==> config.mk <==
export PLATFORM = sky130hd
export DESIGN_NAME = assoc_row_decoder
export DESIGN_NICKNAME = d
export VERILOG_FILES = /design/src/rtl/ard_pkg.sv /design/src/rtl/ard_row_bank.sv /design/src/rtl/ard_sub_dir.sv /design/src/rtl/assoc_row_decoder.sv
export SDC_FILE = /design/constraint.sdc
export NUM_CORES = 1
export LEC_CHECK = 0
export BUFFER_PORTS_ARGS = -buffer_cell sky130_fd_sc_hd__buf_2
export CAP_MARGIN = 20
export CORE_ASPECT_RATIO = 0.7
export CORE_MARGIN = 10
export CORE_UTILIZATION = 40
export CTS_BUF_LIST = sky130_fd_sc_hd__clkbuf_16
export CTS_CLUSTER_DIAMETER = 30
export DETAILED_ROUTE_END_ITERATION = 8
export SYNTH_ARGS = -nofsm -noshare
export SYNTH_HDL_FRONTEND = slang
export SYNTH_SLANG_ARGS = --single-unit
==> constraint.sdc <==
create_clock -name clk_i -period 5.99 [get_ports clk_i]
set_clock_uncertainty 0.1 [all_clocks]
set_input_delay 0.599 -clock clk_i [delete_from_list [all_inputs] [get_ports clk_i]]
set_output_delay 0.599 -clock clk_i [all_outputs]
set_load 0.02 [all_outputs]
==> src/rtl/ard_pkg.sv <==
`timescale 1ns/1ps
package ard_pkg;
   typedef enum logic [1:0] {
      OP_ROW_WR  = 2'b00,
      OP_ROW_INV = 2'b01,
      OP_SUB_WR  = 2'b10,
      OP_SUB_INV = 2'b11
   } ard_op_e;
endpackage

==> src/rtl/ard_row_bank.sv <==
`timescale 1ns/1ps
// Row tag store and local matcher for one physical subarray.
module ard_row_bank #(
   parameter int unsigned ROWS      = 8,
   parameter int unsigned TAG_W     = 4,
   parameter bit          PICK_HIGH = 1'b0,
   localparam int unsigned IDX_W    = $clog2(ROWS)
) (
   input  logic             clk_i,
   input  logic             rst_ni,
   input  logic [TAG_W-1:0] lk_tag_i,
   output logic [ROWS-1:0]  match_o,
   input  logic [IDX_W-1:0] wr_row_i,
   input  logic [TAG_W-1:0] wr_tag_i,
   input  logic             wr_en_i,
   input  logic             inv_en_i,
   output logic             dup_o,
   output logic             tgt_failed_o,
   input  logic             flt_en_i,
   input  logic [IDX_W-1:0] flt_row_i,
   output logic             spare_none_o
);
   logic [TAG_W-1:0] tag_q [ROWS];
   logic [ROWS-1:0]  valid_q, failed_q;
   logic [ROWS-1:0]  live, dup_vec, spare_vec;
   logic [IDX_W-1:0] spare_idx;

   for (genvar r = 0; r < ROWS; r++) begin : g_row
      assign live[r]      = valid_q[r] & ~failed_q[r];
      assign match_o[r]   = live[r] && (tag_q[r] == lk_tag_i);
      assign dup_vec[r]   = live[r] && (tag_q[r] == wr_tag_i) && (IDX_W'(r) != wr_row_i);
      assign spare_vec[r] = ~valid_q[r] && ~failed_q[r] && (IDX_W'(r) != flt_row_i);
   end

   assign dup_o        = |dup_vec;
   assign tgt_failed_o = failed_q[wr_row_i];
   assign spare_none_o = ~|spare_vec;

   // Spare selection policy.
   if (PICK_HIGH) begin : g_pick_high
      always_comb begin
         spare_idx = '0;
         for (int i = 0; i < ROWS; i++)
            if (spare_vec[i]) spare_idx = IDX_W'(i);
      end
   end else begin : g_pick_low
      always_comb begin
         spare_idx = '0;
         for (int i = ROWS - 1; i >= 0; i--)
            if (spare_vec[i]) spare_idx = IDX_W'(i);
      end
   end

   always_ff @(posedge clk_i or negedge rst_ni) begin
      if (!rst_ni) begin
         valid_q  <= '0;
         failed_q <= '0;
         for (int i = 0; i < ROWS; i++) tag_q[i] <= '0;
      end else if (flt_en_i) begin
         failed_q[flt_row_i] <= 1'b1;
         valid_q[flt_row_i]  <= 1'b0;
         if (valid_q[flt_row_i] && !spare_none_o) begin
            tag_q[spare_idx]   <= tag_q[flt_row_i];
            valid_q[spare_idx] <= 1'b1;
         end
      end else if (wr_en_i) begin
         tag_q[wr_row_i]   <= wr_tag_i;
         valid_q[wr_row_i] <= 1'b1;
      end else if (inv_en_i) begin
         valid_q[wr_row_i] <= 1'b0;
      end
   end
endmodule

==> src/rtl/ard_sub_dir.sv <==
`timescale 1ns/1ps
// Global stage: logical subarray tag per physical subarray.
module ard_sub_dir #(
   parameter int unsigned SUBS  = 4,
   parameter int unsigned TAG_W = 3,
   localparam int unsigned IDX_W = $clog2(SUBS)
) (
   input  logic             clk_i,
   input  logic             rst_ni,
   input  logic [TAG_W-1:0] lk_tag_i,
   output logic [SUBS-1:0]  match_o,
   input  logic [IDX_W-1:0] wr_idx_i,
   input  logic [TAG_W-1:0] wr_tag_i,
   input  logic             wr_en_i,
   input  logic             inv_en_i,
   output logic             dup_o
);
   logic [TAG_W-1:0] tag_q [SUBS];
   logic [SUBS-1:0]  valid_q, dup_vec;

   for (genvar s = 0; s < SUBS; s++) begin : g_sub
      assign match_o[s] = valid_q[s] && (tag_q[s] == lk_tag_i);
      assign dup_vec[s] = valid_q[s] && (tag_q[s] == wr_tag_i) && (IDX_W'(s) != wr_idx_i);
   end
   assign dup_o = |dup_vec;

   always_ff @(posedge clk_i or negedge rst_ni) begin
      if (!rst_ni) begin
         valid_q <= '0;
         for (int i = 0; i < SUBS; i++) tag_q[i] <= '0;
      end else if (wr_en_i) begin
         tag_q[wr_idx_i]   <= wr_tag_i;
         valid_q[wr_idx_i] <= 1'b1;
      end else if (inv_en_i) begin
         valid_q[wr_idx_i] <= 1'b0;
      end
   end
endmodule

==> src/rtl/assoc_row_decoder.sv <==
`timescale 1ns/1ps
module assoc_row_decoder
   import ard_pkg::*;
#(
   parameter int unsigned SUB_CNT      = 4,
   parameter int unsigned ROWS_PER_SUB = 8,
   parameter int unsigned SUB_TAG_W    = 3,
   parameter int unsigned ROW_TAG_W    = 4,
   parameter bit          SPARE_HIGH   = 1'b0,
   localparam int unsigned SIDX_W    = $clog2(SUB_CNT),
   localparam int unsigned RIDX_W    = $clog2(ROWS_PER_SUB),
   localparam int unsigned PIDX_W    = SIDX_W + RIDX_W,
   localparam int unsigned LADDR_W   = SUB_TAG_W + ROW_TAG_W,
   localparam int unsigned PHYS_ROWS = SUB_CNT * ROWS_PER_SUB
) (
   input  logic                 clk_i,
   input  logic                 rst_ni,
   input  logic                 lk_valid_i,
   input  logic [LADDR_W-1:0]   lk_addr_i,
   output logic [PHYS_ROWS-1:0] sel_o,
   output logic                 hit_o,
   output logic                 miss_o,
   input  logic                 prog_valid_i,
   input  logic [1:0]           prog_op_i,
   input  logic [PIDX_W-1:0]    prog_phys_i,
   input  logic [LADDR_W-1:0]   prog_addr_i,
   output logic                 prog_err_o,
   input  logic                 flt_valid_i,
   input  logic [PIDX_W-1:0]    flt_phys_i,
   output logic                 spare_exhausted_o
);
   // Elaboration-time parameter checks.
   if (SUB_CNT < 2 || (SUB_CNT & (SUB_CNT - 1)) != 0) begin : g_bad_subs
      $error("SUB_CNT must be a power of two of at least 2");
   end
   if (ROWS_PER_SUB < 2 || (ROWS_PER_SUB & (ROWS_PER_SUB - 1)) != 0) begin : g_bad_rows
      $error("ROWS_PER_SUB must be a power of two of at least 2");
   end
   if ((1 << SUB_TAG_W) < SUB_CNT) begin : g_bad_stag
      $error("SUB_TAG_W too narrow to give every subarray its own tag");
   end
   if ((1 << ROW_TAG_W) < ROWS_PER_SUB) begin : g_bad_rtag
      $error("ROW_TAG_W too narrow to give every row its own tag");
   end

   // Field split of the request buses.
   logic [SUB_TAG_W-1:0] lk_sub_tag, pg_sub_tag;
   logic [ROW_TAG_W-1:0] lk_row_tag, pg_row_tag;
   logic [SIDX_W-1:0]    pg_sidx, fl_sidx;
   logic [RIDX_W-1:0]    pg_ridx, fl_ridx;

   assign lk_sub_tag = lk_addr_i[LADDR_W-1 -: SUB_TAG_W];
   assign lk_row_tag = lk_addr_i[ROW_TAG_W-1:0];
   assign pg_sub_tag = prog_addr_i[LADDR_W-1 -: SUB_TAG_W];
   assign pg_row_tag = prog_addr_i[ROW_TAG_W-1:0];
   assign pg_sidx    = prog_phys_i[PIDX_W-1 -: SIDX_W];
   assign pg_ridx    = prog_phys_i[RIDX_W-1:0];
   assign fl_sidx    = flt_phys_i[PIDX_W-1 -: SIDX_W];
   assign fl_ridx    = flt_phys_i[RIDX_W-1:0];

   // Request decode and rejection.
   ard_op_e op;
   logic    row_wr_req, row_inv_req, sub_wr_req, sub_inv_req;
   logic    row_wr_ok, row_inv_ok, sub_wr_ok, sub_inv_ok;
   logic    row_reject, sub_reject, err_d;
   logic    dir_dup, dup_sel, tfail_sel, snone_sel;

   always_comb begin
      op          = ard_op_e'(prog_op_i);
      row_wr_req  = prog_valid_i && (op == OP_ROW_WR);
      row_inv_req = prog_valid_i && (op == OP_ROW_INV);
      sub_wr_req  = prog_valid_i && (op == OP_SUB_WR);
      sub_inv_req = prog_valid_i && (op == OP_SUB_INV);
      row_reject  = row_wr_req && (dup_sel || tfail_sel);
      sub_reject  = sub_wr_req && dir_dup;
      err_d       = prog_valid_i && (flt_valid_i || row_reject || sub_reject);
      row_wr_ok   = row_wr_req  && !row_reject && !flt_valid_i;
      row_inv_ok  = row_inv_req && !flt_valid_i;
      sub_wr_ok   = sub_wr_req  && !sub_reject && !flt_valid_i;
      sub_inv_ok  = sub_inv_req && !flt_valid_i;
   end

   // Global stage.
   logic [SUB_CNT-1:0] sub_match;

   ard_sub_dir #(.SUBS(SUB_CNT), .TAG_W(SUB_TAG_W)) u_dir (
      .clk_i    (clk_i),
      .rst_ni   (rst_ni),
      .lk_tag_i (lk_sub_tag),
      .match_o  (sub_match),
      .wr_idx_i (pg_sidx),
      .wr_tag_i (pg_sub_tag),
      .wr_en_i  (sub_wr_ok),
      .inv_en_i (sub_inv_ok),
      .dup_o    (dir_dup)
   );

   // Local stage: one row bank per physical subarray.
   logic [ROWS_PER_SUB-1:0] bank_match [SUB_CNT];
   logic [SUB_CNT-1:0]      bank_dup, bank_tfail, bank_snone;
   logic [PHYS_ROWS-1:0]    sel_d;

   for (genvar s = 0; s < SUB_CNT; s++) begin : g_bank
      logic wr_en_s, inv_en_s, flt_en_s;
      assign wr_en_s  = row_wr_ok  && (pg_sidx == SIDX_W'(s));
      assign inv_en_s = row_inv_ok && (pg_sidx == SIDX_W'(s));
      assign flt_en_s = flt_valid_i && (fl_sidx == SIDX_W'(s));

      ard_row_bank #(
         .ROWS      (ROWS_PER_SUB),
         .TAG_W     (ROW_TAG_W),
         .PICK_HIGH (SPARE_HIGH)
      ) u_bank (
         .clk_i        (clk_i),
         .rst_ni       (rst_ni),
         .lk_tag_i     (lk_row_tag),
         .match_o      (bank_match[s]),
         .wr_row_i     (pg_ridx),
         .wr_tag_i     (pg_row_tag),
         .wr_en_i      (wr_en_s),
         .inv_en_i     (inv_en_s),
         .dup_o        (bank_dup[s]),
         .tgt_failed_o (bank_tfail[s]),
         .flt_en_i     (flt_en_s),
         .flt_row_i    (fl_ridx),
         .spare_none_o (bank_snone[s])
      );

      assign sel_d[s*ROWS_PER_SUB +: ROWS_PER_SUB] =
         {ROWS_PER_SUB{sub_match[s] & lk_valid_i}} & bank_match[s];
   end

   assign dup_sel   = bank_dup[pg_sidx];
   assign tfail_sel = bank_tfail[pg_sidx];
   assign snone_sel = bank_snone[fl_sidx];

   // Output registers.
   always_ff @(posedge clk_i or negedge rst_ni) begin
      if (!rst_ni) begin
         sel_o             <= '0;
         hit_o             <= 1'b0;
         miss_o            <= 1'b0;
         prog_err_o        <= 1'b0;
         spare_exhausted_o <= 1'b0;
      end else begin
         sel_o      <= sel_d;
         hit_o      <= |sel_d;
         miss_o     <= lk_valid_i && ~|sel_d;
         prog_err_o <= err_d;
         if (flt_valid_i && snone_sel) spare_exhausted_o <= 1'b1;
      end
   end
endmodule

==> metrics.md <==
| Metric | Value |
|---|---|
| CTS tree | `built` |
| Crit start category | `input port` |
| Worst rel slew slack | `~22%` |
| Syn avg cell area | `between 9 and 10 um^2` |
| Peak supply drop | `0.000258 V` |
| Hold_ws | `between 0.15 and 0.2 ns` |
| Most common cell in the netlist | `dfrtp_1` |
| Arrival time worst endpoint | `4.65 ns` |
| Distinct cells, synth | `73` |
| Fin Setup TNS | `0 ns` |
| Die area | `about 51000 um^2` |
| Root buffer cell | `clkbuf_16` |
| Slew Limit Fails | `0` |
| #FFs+latches synth | `244` |
| Top_reg_cell synth | `dfrtp_1` |
| CP Capture Type | `flip-flop` |
| Required @ worst endpoint | `around 6.4 ns` |
| CP Class | `in -> reg` |
| IO Count | `67` |
| Largest net degree at the start of global routing | `122` |
| Max clock buf depth | `3` |
| Number of detailed-route iterations in the first pass | `6` |
| Worst reg-to-reg path cell count | `11` |
| FILL cells | `~3900` |
| Synth Cell Area | `around 17000 um^2` |
| Worst-path clk slew | `0.05 ns` |
| Total gr overflow | `0` |
| Total track usage | `31.6%` |
| Final Hold Fails | `0` |
| DP HPWL | `roughly 58000 um` |
| Share of cells above drive strength 1 | `21.4%` |
| Max cap viols | `0` |
| Lkg Pwr | `between 8 and 9 nW` |
| Clk_lat worst skew | `~0.58 ns` |
| Pwr Total | `6.66 mW` |
| Register-to-Register Setup Slack | `between 2 and 2.5 ns` |
| Avg Vias per Cell | `about 7` |
| Num CTS Buffers | `54` |
| Logic pwr share | `between 20% and 30%` |
| Sequential fraction of the synthesis area | `36.1%` |
| Floorplan row count | `62` |
| PortBufs | `between 60 and 70` |
| Initial antenna violation count | `3` |
| RSZ-0062 raised after global routing | `false` |
| Clock Power Share | `about 48%` |
| Sequential cell fraction of total power | `approximately a third` |
| Clk sinks | `about 240` |
| Post-route clock period utilization | `71.6%` |
| Core ar. | `41400 um^2` |
| Initial Util | `40.8%` |
| Min-delay src | `prog_valid_i` |
| First-pass GRT wire length | `between 100000 and 150000 um` |
| CP Launch Point | `prog_phys_i[1]` |
| Via count | `~17000` |
| NetSw | `2.21 mW` |
| Crit Path Max Fanout | `23` |
| Layout Cells excl Fill | `about 2500` |
| Most frequent cells after synthesis | `dfrtp_1, xor2_1, mux2_2` |
| Iteration-0 DRC Markers | `between 2000 and 3000` |
| Achievable frequency | `233 MHz` |
| Avg WL per Cell | `about 34 um` |
| Worst hold path cell count | `2` |
| Die Ht | `192 um` |
| Setup violations, final | `0` |
| Yosys warnings | `0` |
| Vias in the first global route | `16037` |
| Worst R2R Start | `g_bank[3].u_bank.tag_q[19]$_DFFE_PN0P_` |
| # DRC | `0` |
| PwrDens | `approximately 330 nW/um^2` |
| Number of flops mapped to enable cells by yosys | `0` |
| Switching share of power | `about 33%` |
| Largest cells by area after synthesis | `dfrtp_1, mux2_2, xor2_1` |
| Post-route ant nets | `0` |
| Worst-margin pin slew | `around 1.2 ns` |
| Area Overhead vs Synth | `18.0%` |
| Post-synth ARST share | `100%` |
| Leading area contributor after synthesis | `dfrtp_1` |
| Status | `complete, no violations` |
| Cells after Synth | `1823` |
| Worst hold path type | `in -> reg` |
| Internal power | `between 4 and 5 mW` |
| Synthesized Nets | `1854` |
| NumNets Final | `1909` |
| Yosys top cell area share | `between 30% and 40%` |
| Die width | `roughly 270 um` |
| Gpl congestion | `1.05` |
| Placed cell count | `approximately 2400` |
| Routed Wire Length | `a little over 80000 um` |
| H-Tree Depth | `2` |
| Fin crit period | `between 4 and 5 ns` |
| Setup bufs post-CTS | `0` |
| Post_cts resized | `0` |
power by group through the flow:
stage	registers, mW	logic [mW]	clock network, mW
after global placement	2.13	1.27	0
final	2.13	1.35	3.18
after floorplan	2.01	0.882	0
after CTS	2.11	1.29	3.20
after global routing	2.14	1.42	3.30
after detailed placement	2.13	1.29	0
per-layer routing:
metal	GRT usage (%)	part of all wire (%)	up-vias
met5	1.45	0.12	-
met2	43.4	39	1442
met4	13.8	5.2	2
met3	12.6	16	277
li1	-	-	6854
met1	42.7	40	8354
final cells by class:
class	count	area (um^2)	area share, %
Clock inverter	43	502	2.51
Timing Repair Buffer	129	891	4.46
Tap cell	544	681	3.41
Multi-Input combinational cell	1434	10300	51.6
Clock buffer	57	1430	7.15
Inverter	15	56.3	0.282
Sequential cell	244	6110	30.6
Antenna cell	2	5.00	0.0251
cell families (layout without fill, tap and decap cells):
kind of cell	Yosys count	count (layout)	synth area share (%)
AOI/OAI and AO/OA	441	441	17.1
xor gates and xnor gates	280	280	14.5
buffers and inverters	145	244	3.44
DFF	244	244	36.1
muxes	169	169	12.1
other	0	2	0
and+or+nand+nor	544	544	16.8
critical path, stage by stage:
cell	delay (ns)
buf_2	0.41
and3b_1	0.51
buf_4	0.30
o31ai_1	0.33
nor4_1	0.10
buf_4	0.18
nor4_2	0.92
nor4_4	0.08
buf_4	0.25
o21ai_0	0.53
mux2_2	0.41
timing repair:
action | CTS | global route
hold endpoints to repair | 57 | 0
hold buffers | 1 | 0
endpoints found under the setup margin | 0 | 0
path summary, 6_finish.rpt:
| check | end |
|---|---|
| max in group asynchronous | sel_o[21]$_DFF_PN0_ |
| hold / removal | prog_err_o$_DFF_PN0_ |
| hold reg to reg | g_bank[3].u_bank.failed_q[1]$_DFFE_PN0P_ |
| setup reg to reg | g_bank[2].u_bank.tag_q[17]$_DFFE_PN0P_ |
| min in group asynchronous | g_bank[0].u_bank.tag_q[29]$_DFFE_PN0P_ |
| setup / recovery | g_bank[2].u_bank.tag_q[17]$_DFFE_PN0P_ |
metrics by stage:
step           utilization, %  setup slack [ns]  area (um^2)
3_5_place_dp             43.5              1.24        18000
3_3_place_gp             43.5              1.37        18000
5_1_grt                  48.2              1.61        20000
4_1_cts                  48.2              1.82        20000
2_1_floorplan               -              2.23        16900
6_report                 48.2              1.70        20000
cell usage in the layout (no fill, tap or decap), types with 8 or more instances in the layout:
cell / count
a22oi_1: 15
o21ai_1: 10
and3_1: 28
a21oi_1: 57
o22ai_1: 132
nand3b_1: 8
nor2b_1: 30
or3_1: 17
o21ai_0: 82
dfrtp_1: 244
nand2b_1: 31
mux4_2: 12
nand2_1: 125
buf_4: 56
inv_1: 17
bufinv_16: 9
buf_2: 65
xnor2_1: 97
nor2_1: 87
a32oi_1: 8
clkbuf_16: 57
a31oi_1: 12
a21o_1: 31
nor4_1: 67
mux2_2: 143
nand4_1: 20
nand3_1: 49
o31ai_1: 10
mux2i_1: 10
xor2_1: 183
nor3_1: 34
No activity file was read; power rests on OpenSTA's default activity.
